<file path="src/rtl/dbgp_pkg.sv">
package dbgp_pkg;

  typedef enum logic {
    RUN_TRIG = 1'b0,
    RUN_FREE = 1'b1
  } run_mode_e;

  function automatic int slot_bits(input int n);
    return (n <= 2) ? 1 : $clog2(n);
  endfunction

endpackage

</file>
<file path="src/rtl/dbgp_frame_ctrl.sv">
module dbgp_frame_ctrl
  import dbgp_pkg::*;
#(
  parameter int FRAME_SLOTS = 32,
  parameter int SLOT_W      = 5
) (
  input  logic              clk,
  input  logic              rst,
  input  logic              bit_tick,
  input  run_mode_e         mode,
  input  logic              start_req,
  output logic              load,
  output logic              run_nxt,
  output logic [SLOT_W-1:0] slot_nxt,
  output logic              active_q,
  output logic [SLOT_W-1:0] slot_q
);

  localparam logic [SLOT_W-1:0] LAST_SLOT = SLOT_W'(FRAME_SLOTS - 1);

  logic pend_q;
  logic want_frame;
  logic at_end;

  assign want_frame = (mode == RUN_FREE) | pend_q | start_req;
  assign at_end     = active_q && (slot_q == LAST_SLOT);

  always_comb begin
    load     = 1'b0;
    run_nxt  = active_q;
    slot_nxt = slot_q;
    if (bit_tick) begin
      if (!active_q || at_end) begin
        run_nxt  = want_frame;
        slot_nxt = '0;
        load     = want_frame;
      end else begin
        slot_nxt = slot_q + SLOT_W'(1);
      end
    end
  end

  always_ff @(posedge clk) begin
    if (rst) begin
      active_q <= 1'b0;
      slot_q   <= '0;
      pend_q   <= 1'b0;
    end else begin
      active_q <= run_nxt;
      slot_q   <= slot_nxt;
      pend_q   <= load ? 1'b0 : (pend_q | start_req);
    end
  end

endmodule

</file>
<file path="src/rtl/dbgp_word_hold.sv">
module dbgp_word_hold #(
  parameter int WORD_W = 30
) (
  input  logic              clk,
  input  logic              rst,
  input  logic              load,
  input  logic [WORD_W-1:0] word_in,
  output logic [WORD_W-1:0] hold_q,
  output logic [WORD_W-1:0] word_sel
);

  always_ff @(posedge clk) begin
    if (rst) hold_q <= '0;
    else if (load) hold_q <= word_in;
  end

  // the opening slot must show the word being captured right now
  assign word_sel = load ? word_in : hold_q;

endmodule

</file>
<file path="src/rtl/dbgp_bit_pick.sv">
module dbgp_bit_pick #(
  parameter int WORD_W      = 30,
  parameter int FRAME_SLOTS = 32,
  parameter int SLOT_W      = 5
) (
  input  logic [WORD_W-1:0] word,
  input  logic [SLOT_W-1:0] slot,
  output logic              bit_o
);

  logic [FRAME_SLOTS-1:0] padded;

  for (genvar i = 0; i < FRAME_SLOTS; i++) begin : g_slot
    if (i < WORD_W) begin : g_data
      assign padded[i] = word[i];
    end else begin : g_gap
      assign padded[i] = 1'b0;
    end
  end

  assign bit_o = padded[slot];

endmodule

</file>
<file path="src/rtl/dbgp_pin_reg.sv">
module dbgp_pin_reg (
  input  logic clk,
  input  logic rst,
  input  logic bit_tick,
  input  logic data_d,
  input  logic mark_d,
  output logic ser_data,
  output logic ser_mark
);

  always_ff @(posedge clk) begin
    if (rst) begin
      ser_data <= 1'b0;
      ser_mark <= 1'b0;
    end else if (bit_tick) begin
      ser_data <= data_d;
      ser_mark <= mark_d;
    end
  end

endmodule

</file>
<file path="src/rtl/dbgp_probe_ser.sv">
module dbgp_probe_ser
  import dbgp_pkg::*;
#(
  parameter int WORD_W      = 30,
  parameter int FRAME_SLOTS = 32
) (
  input  logic              clk,
  input  logic              rst,
  input  logic              bit_tick,
  input  logic              free_run,
  input  logic              start_req,
  input  logic [WORD_W-1:0] word_in,
  output logic              ser_data,
  output logic              ser_mark
);

  localparam int SLOT_W = slot_bits(FRAME_SLOTS);

  run_mode_e         mode;
  logic              load;
  logic              run_nxt;
  logic [SLOT_W-1:0] slot_nxt;
  logic              active_q;
  logic [SLOT_W-1:0] slot_q;
  logic [WORD_W-1:0] hold_q;
  logic [WORD_W-1:0] word_sel;
  logic              pick_bit;
  logic              data_d;
  logic              mark_d;

  assign mode = free_run ? RUN_FREE : RUN_TRIG;

  dbgp_frame_ctrl #(
    .FRAME_SLOTS(FRAME_SLOTS),
    .SLOT_W     (SLOT_W)
  ) u_ctrl (
    .clk      (clk),
    .rst      (rst),
    .bit_tick (bit_tick),
    .mode     (mode),
    .start_req(start_req),
    .load     (load),
    .run_nxt  (run_nxt),
    .slot_nxt (slot_nxt),
    .active_q (active_q),
    .slot_q   (slot_q)
  );

  dbgp_word_hold #(
    .WORD_W(WORD_W)
  ) u_hold (
    .clk     (clk),
    .rst     (rst),
    .load    (load),
    .word_in (word_in),
    .hold_q  (hold_q),
    .word_sel(word_sel)
  );

  dbgp_bit_pick #(
    .WORD_W     (WORD_W),
    .FRAME_SLOTS(FRAME_SLOTS),
    .SLOT_W     (SLOT_W)
  ) u_pick (
    .word (word_sel),
    .slot (slot_nxt),
    .bit_o(pick_bit)
  );

  assign data_d = run_nxt & pick_bit;
  assign mark_d = run_nxt & (slot_nxt == '0);

  dbgp_pin_reg u_pins (
    .clk     (clk),
    .rst     (rst),
    .bit_tick(bit_tick),
    .data_d  (data_d),
    .mark_d  (mark_d),
    .ser_data(ser_data),
    .ser_mark(ser_mark)
  );

endmodule

</file>
<file path="config.mk">
export PLATFORM = sky130hd
export DESIGN_NAME = dbgp_probe_ser
export DESIGN_NICKNAME = d
export VERILOG_FILES = /design/src/rtl/dbgp_pkg.sv /design/src/rtl/dbgp_frame_ctrl.sv /design/src/rtl/dbgp_word_hold.sv /design/src/rtl/dbgp_bit_pick.sv /design/src/rtl/dbgp_pin_reg.sv /design/src/rtl/dbgp_probe_ser.sv
export SDC_FILE = /design/constraint.sdc
export NUM_CORES = 1
export LEC_CHECK = 0
export BUFFER_PORTS_ARGS = -buffer_cell sky130_fd_sc_hd__buf_4
export CELL_PAD_IN_SITES_DETAIL_PLACEMENT = 0
export CELL_PAD_IN_SITES_GLOBAL_PLACEMENT = 2
export CORE_MARGIN = 2
export CORE_UTILIZATION = 39
export CTS_CLUSTER_DIAMETER = 40
export DETAILED_ROUTE_END_ITERATION = 10
export GPL_TIMING_DRIVEN = 0
export MAX_ROUTING_LAYER = met4
export PLACE_DENSITY = 0.82
export SLEW_MARGIN = 10
export SYNTH_ARGS = -nofsm -noshare
export SYNTH_HDL_FRONTEND = slang
export SYNTH_HIERARCHICAL = 1
export SYNTH_SLANG_ARGS = --single-unit
</file>
<file path="constraint.sdc">
create_clock -name clk -period 9.2 [get_ports clk]
set_clock_uncertainty 0.05 [all_clocks]
set_input_delay 0.46 -clock clk [delete_from_list [all_inputs] [get_ports clk]]
set_output_delay 0.46 -clock clk [all_outputs]
set_load 0.02 [all_outputs]
</file>
Word level (Yosys, flattened, before mapping)
Cells that the tools add are included.
Cells by class
  bitwise logic cells: 5
  magnitude comparators: 1
  mux-type cells: 10
  eq/ne operators: 1
  reductions and logical operators: 5
  add/subtract/negate cells: 1
Operators with widths (count)
  $mux 30: 1
  $mux 5: 2
  $lt 5x6->1 const B: 1
  $mux 1: 6
  $add 5x1->5 const B: 1
  $bmux 1 s5: 1
  $eq 5x5->1 const B: 1
  $logic_not 5->1: 1
  $or 1x1->1: 3
  $and 1x1->1: 2
  $reduce_or 2->1: 1
  $logic_and 1x1->1: 1
  $logic_not 1->1: 1
  $logic_or 1x1->1: 1
Storage, ports and cells
  logic and storage cells: 29
  register bits: 39
  output and inout bits: 2

Depth between registers and ports, before layout
  depth in word-level cells: 9
  depth in mapped cells: 14
  depth with buffers taken out: 13

Modules after synthesis
Netlist, hierarchy kept.
By module, submodules not included
  dbgp_word_hold: cells an instance 96, instances 1, seq. area each 600.6 um^2, area an instance 1352.5 um^2
  dbgp_frame_ctrl: cells an instance 45, instances 1, seq. area each 140.1 um^2, area an instance 386.6 um^2
  dbgp_bit_pick: cells an instance 32, instances 1, seq. area each 0.0 um^2, area an instance 315.3 um^2
  dbgp_pin_reg: cells an instance 6, instances 1, seq. area each 40.0 um^2, area an instance 67.6 um^2
  dbgp_probe_ser: cells an instance 3, instances 1, seq. area each 0.0 um^2, area an instance 26.3 um^2

Least setup slack after synthesis
Ideal clock, no wire load.
  kind: reg-to-reg
  from: register u_ctrl.slot_q[0]
  to: register u_pins.ser_data
  cell stages (with the launch flop): 15
  period minus slack after synthesis: 3081 ps
  setup slack: 6119 ps
  setup time: 114 ps
  required time: 9036 ps
  arrival: 2917 ps
  path through: dfxtp_1 > ha_1 > and3_1 > ha_1 > nand2b_1 > and3_2 > buf_6 > mux2_4 > mux4_2 > or2b_1 > nand4b_1 > o211ai_2 > and2_1 > mux2i_1 > nor2_1
On the way
  word-level cells in the longest chain between the ends: 9
Ends and longest elaborated chain
  from (decl): line dbgp_frame_ctrl.sv:16  | output logic [SLOT_W-1:0] slot_q
  from (signal assigned): line dbgp_frame_ctrl.sv:50  | slot_q <= slot_nxt;
  $eq 5x5->1: line dbgp_frame_ctrl.sv:26  | assign at_end = active_q && (slot_q == LAST_SLOT);
  $logic_and 1x1->1: line dbgp_frame_ctrl.sv:26
  $logic_or 1x1->1: line dbgp_frame_ctrl.sv:33  | if (!active_q || at_end) begin
  $mux 1: line dbgp_frame_ctrl.sv:33
  $mux 1: line dbgp_frame_ctrl.sv:32  | if (bit_tick) begin
  named net load: line dbgp_probe_ser.sv:20  | logic load;
  $mux 30: line dbgp_word_hold.sv:18  | assign word_sel = load ? word_in : hold_q;
  named net word_sel[15]: line dbgp_probe_ser.sv:26  | logic [WORD_W-1:0] word_sel;
  $bmux 1 s5: line dbgp_bit_pick.sv:21  | assign bit_o = padded[slot];
  $mux 1 (implied by the code): line dbgp_bit_pick.sv:21
  named net pick_bit: line dbgp_probe_ser.sv:27  | logic pick_bit;
  $and 1x1->1: line dbgp_probe_ser.sv:70  | assign data_d = run_nxt & pick_bit;
  named net data_d: line dbgp_probe_ser.sv:28  | logic data_d;
  to (signal assigned): line dbgp_pin_reg.sv:16  | ser_data <= data_d;
  to (decl): line dbgp_pin_reg.sv:7  | output logic ser_data,
The timed path passes the listed nets, and every way through them passes these cells. The select of a mux whose other input is x is not followed.
A chain may end at the register's enable or synchronous reset.

Worst setup path after layout
Ends and elaborated chain as after synthesis.

==> results.cfg <==
[flow_run]
cap_viol_max_count = 0

[clock_tree]
cts.sinks = 39
cts_made_buffers = 5
clkTransAtPathRegs_ns = 0.07
cts_tree = built
clk_path_buf_depth = 2
post_cts_buffers = 0
cts_resized = 0
ctsHoldBuffers = 0
cts-root-buf = clkbuf_8
htreeDepth = 2
clock_latency_ns = 0.28

[floorplanning]
rows = 27
initial_utilization_pct = 39.75
die_w_um = 78.22
die_h_um = 78.22
die_area_um2 = 6118
core_um2 = 5405
io_pins = 37

[yosys]
synth_cell_types = 36
ys_ff_latch = 39
synth_area_per_cell_um2 = 11.80
postSynthCellCount = 182
synth_edf_count = 0
synth_ff_type = dfxtp_1
yosysSeqAreaShare_pct = 36.34
yosysWarningCount = 6
synth-async-reset-ratio_pct = 0
netlist_area_um2 = 2148
synth_nets = 219

[sta]
setup_viol = 0
worst_slew_pin_slew_ns = 0.5100
slew_headroom_pct = 66.00
fin_setup_tns_ns = 0
rsz0062_at_grt = false
hold_viol_final = 0
drv_slew = 0
timing.fmax_ghz = 0.2869
fin_crit_sh_pct = 37.88
layout_min_cycle_time_ns = 3.485

[final_layout]
nNetsFinal = 262
finalNonFillerCells = 296
area_growth_pct = 20.15
num-fill-cells = 515
n_antenna_cell = 0
drive_gt1_share_pct = 41.07

[critical_path]
crit_arrival_ns = 3.62
cp_max_fo = 10
crit_path_top_delay_cell = mux4_2
slowest_delay_ns = 0.48
reg2reg_depth = 14
cp.required_ns = 9.33
crit_top_cell = ha_1
crit_type = reg2reg
crit_path_end_kind = flip-flop
start_kind = flip-flop
path_cells = ha_1 -> and3_1 -> ha_1 -> nand2b_1 -> and3_2 -> buf_6 -> mux2_4 -> mux4_2 -> or2b_1 -> nand4b_1 -> o211ai_2 -> and2_1 -> mux2i_1 -> nor2_1

[placement]
post-place-cells = 290
io_buffers = 36
gp_congestion = 0.7772
dpl.hpwl_mm = 3.101

[grt]
grt_pass1_vias = 1458
grt-ovfl-total = 0
antenna_found_initial = 0
grt_usage_pct = 14.64
grt_max_degree = 11
grt_pass1_wl_mm = 6.803

[routing]
routed_wl_mm = 4.086
drc = 0
vias = 1449
vias_per_cell = 4.895
ant_nets = 0
wl_per_cell_um = 13.80
firstDrtPassIters = 4
drtIter0Drc = 59

[pwr]
p_leak_nw = 1.187
p_per_area_nw_per_um2 = 143.8
peakVddDrop_mv = 0.06334

[min_path]
worstHoldPathType = in2reg
min_delay_path_depth = 2

[outcome]
outcome = completed
==> cell usage in the layout, fill, tap and decap left out, drive strengths merged, types with 2 or more instances in the layout <==
master,netlist,routed
and2b,26,26
a21o,2,2
nor3b,3,3
dfxtp,39,39
nand2b,3,3
xor2,2,2
clkbuf,3,9
and3,3,3
a21oi,2,2
a22o,2,2
mux2i,14,14
nor2b,7,7
nand2,4,4
a22oi,2,2
buf,7,43
or2b,2,2
ha,2,2
o21ai,4,4
o31ai,2,2
mux2,30,30
mux4,3,3
nor2,10,10
==> critical path: cells and delay by family (launching register included) <==
| family | cells | cell delay [ns] |
|---|---|---|
| AO/OA/AOI/OAI | 1 | 0.08 |
| adder cells (fa/ha/maj) | 2 | 0.42 |
| buffers and inverters | 1 | 0.19 |
| flip-flops | 1 | 0.44 |
| multiplexers | 3 | 0.93 |
| AND/OR/NAND/NOR | 7 | 1.25 |
==> cells by family after synthesis <==
| group | after synthesis | share of synthesized area [%] |
|---|---|---|
| compound gates | 15 | 4.891 |
| xor+xnor | 3 | 1.223 |
| fa+ha+maj | 2 | 1.165 |
| buf+inv | 10 | 3.319 |
| flops | 39 | 36.34 |
| mux | 47 | 30.63 |
| simple gates | 66 | 22.42 |
==> Yosys cell counts (3+ instances only) <==
| library cell | number | area share (%) |
|---|---|---|
| and2b_1 | 25 | 8.7 |
| buf_2 | 3 | 0.70 |
| buf_6 | 4 | 2.1 |
| clkbuf_1 | 3 | 0.52 |
| dfxtp_1 | 39 | 36 |
| mux2_4 | 30 | 21 |
| mux2i_1 | 14 | 6.5 |
| mux4_2 | 3 | 3.1 |
| nand2_1 | 4 | 0.70 |
| nand2b_1 | 3 | 0.87 |
| nor2_1 | 10 | 1.7 |
| nor2b_4 | 7 | 4.5 |
| nor3b_1 | 3 | 1.0 |
| o21ai_0 | 3 | 0.70 |
==> cell type report <==
| cell class | instances | area [µm²] | share of cell area, % |
|---|---|---|---|
| Buffer | 10 | 71.32 | 2.763 |
| Multi-Input combinational cell | 133 | 1296 | 50.22 |
| Tap cell | 72 | 90.09 | 3.490 |
| Sequential cell | 39 | 780.7 | 30.25 |
| Clock buffer | 6 | 72.57 | 2.811 |
| Timing Repair Buffer | 36 | 270.3 | 10.47 |
==> registers in the layout, summed over array words and instances, names as in the netlist <==
| name | cells |
|---|---|
| u_hold/hold_q | 30 |
| u_ctrl/slot_q | 5 |
| u_ctrl/active_q | 1 |
| u_ctrl/pend_q | 1 |
| u_pins/ser_data | 1 |
| u_pins/ser_mark | 1 |
==> report_power, final <==
group	internal (mW)	switching, mW
clock network	0.0505	0.0538
registers	0.179	0.00373
logic	0.0527	0.0318
==> worst paths after layout <==
check	startpoint	endpoint	slack, ns
setup / recovery	u_ctrl/slot_q[0]	u_pins/ser_data	5.71
setup reg to reg	u_ctrl/slot_q[0]	u_pins/ser_data	5.71
hold / removal	rst	u_ctrl/active_q	0.35
hold reg to reg	u_ctrl/pend_q	u_ctrl/pend_q	0.43
==> metrics by stage <==
step           area (µm²)  setup slack [ns]  power [mW]  utilization [%]  hold WS (ns)
2_1_floorplan        2148             6.119      0.2475                -        0.3928
5_1_grt              2581             5.500      0.3931            47.75        0.3409
6_report             2581             5.715      0.3713            47.75        0.3486
3_3_place_gp         2509             5.806      0.2696            46.41        0.4062
4_1_cts              2581             5.705      0.3791            47.75        0.3425
3_5_place_dp         2509             5.764      0.2718            46.41        0.4211
==> layer usage <==
layer  share of wire, %  global-route usage [%]  wire [µm]
met5                  0                       -          0
met4                1.4                   4.737         57
met3                3.8                   3.678        156
met2                 51                   23.45       2065
met1                 44                   18.21       1806
No activity file was read; power rests on OpenSTA's default activity.
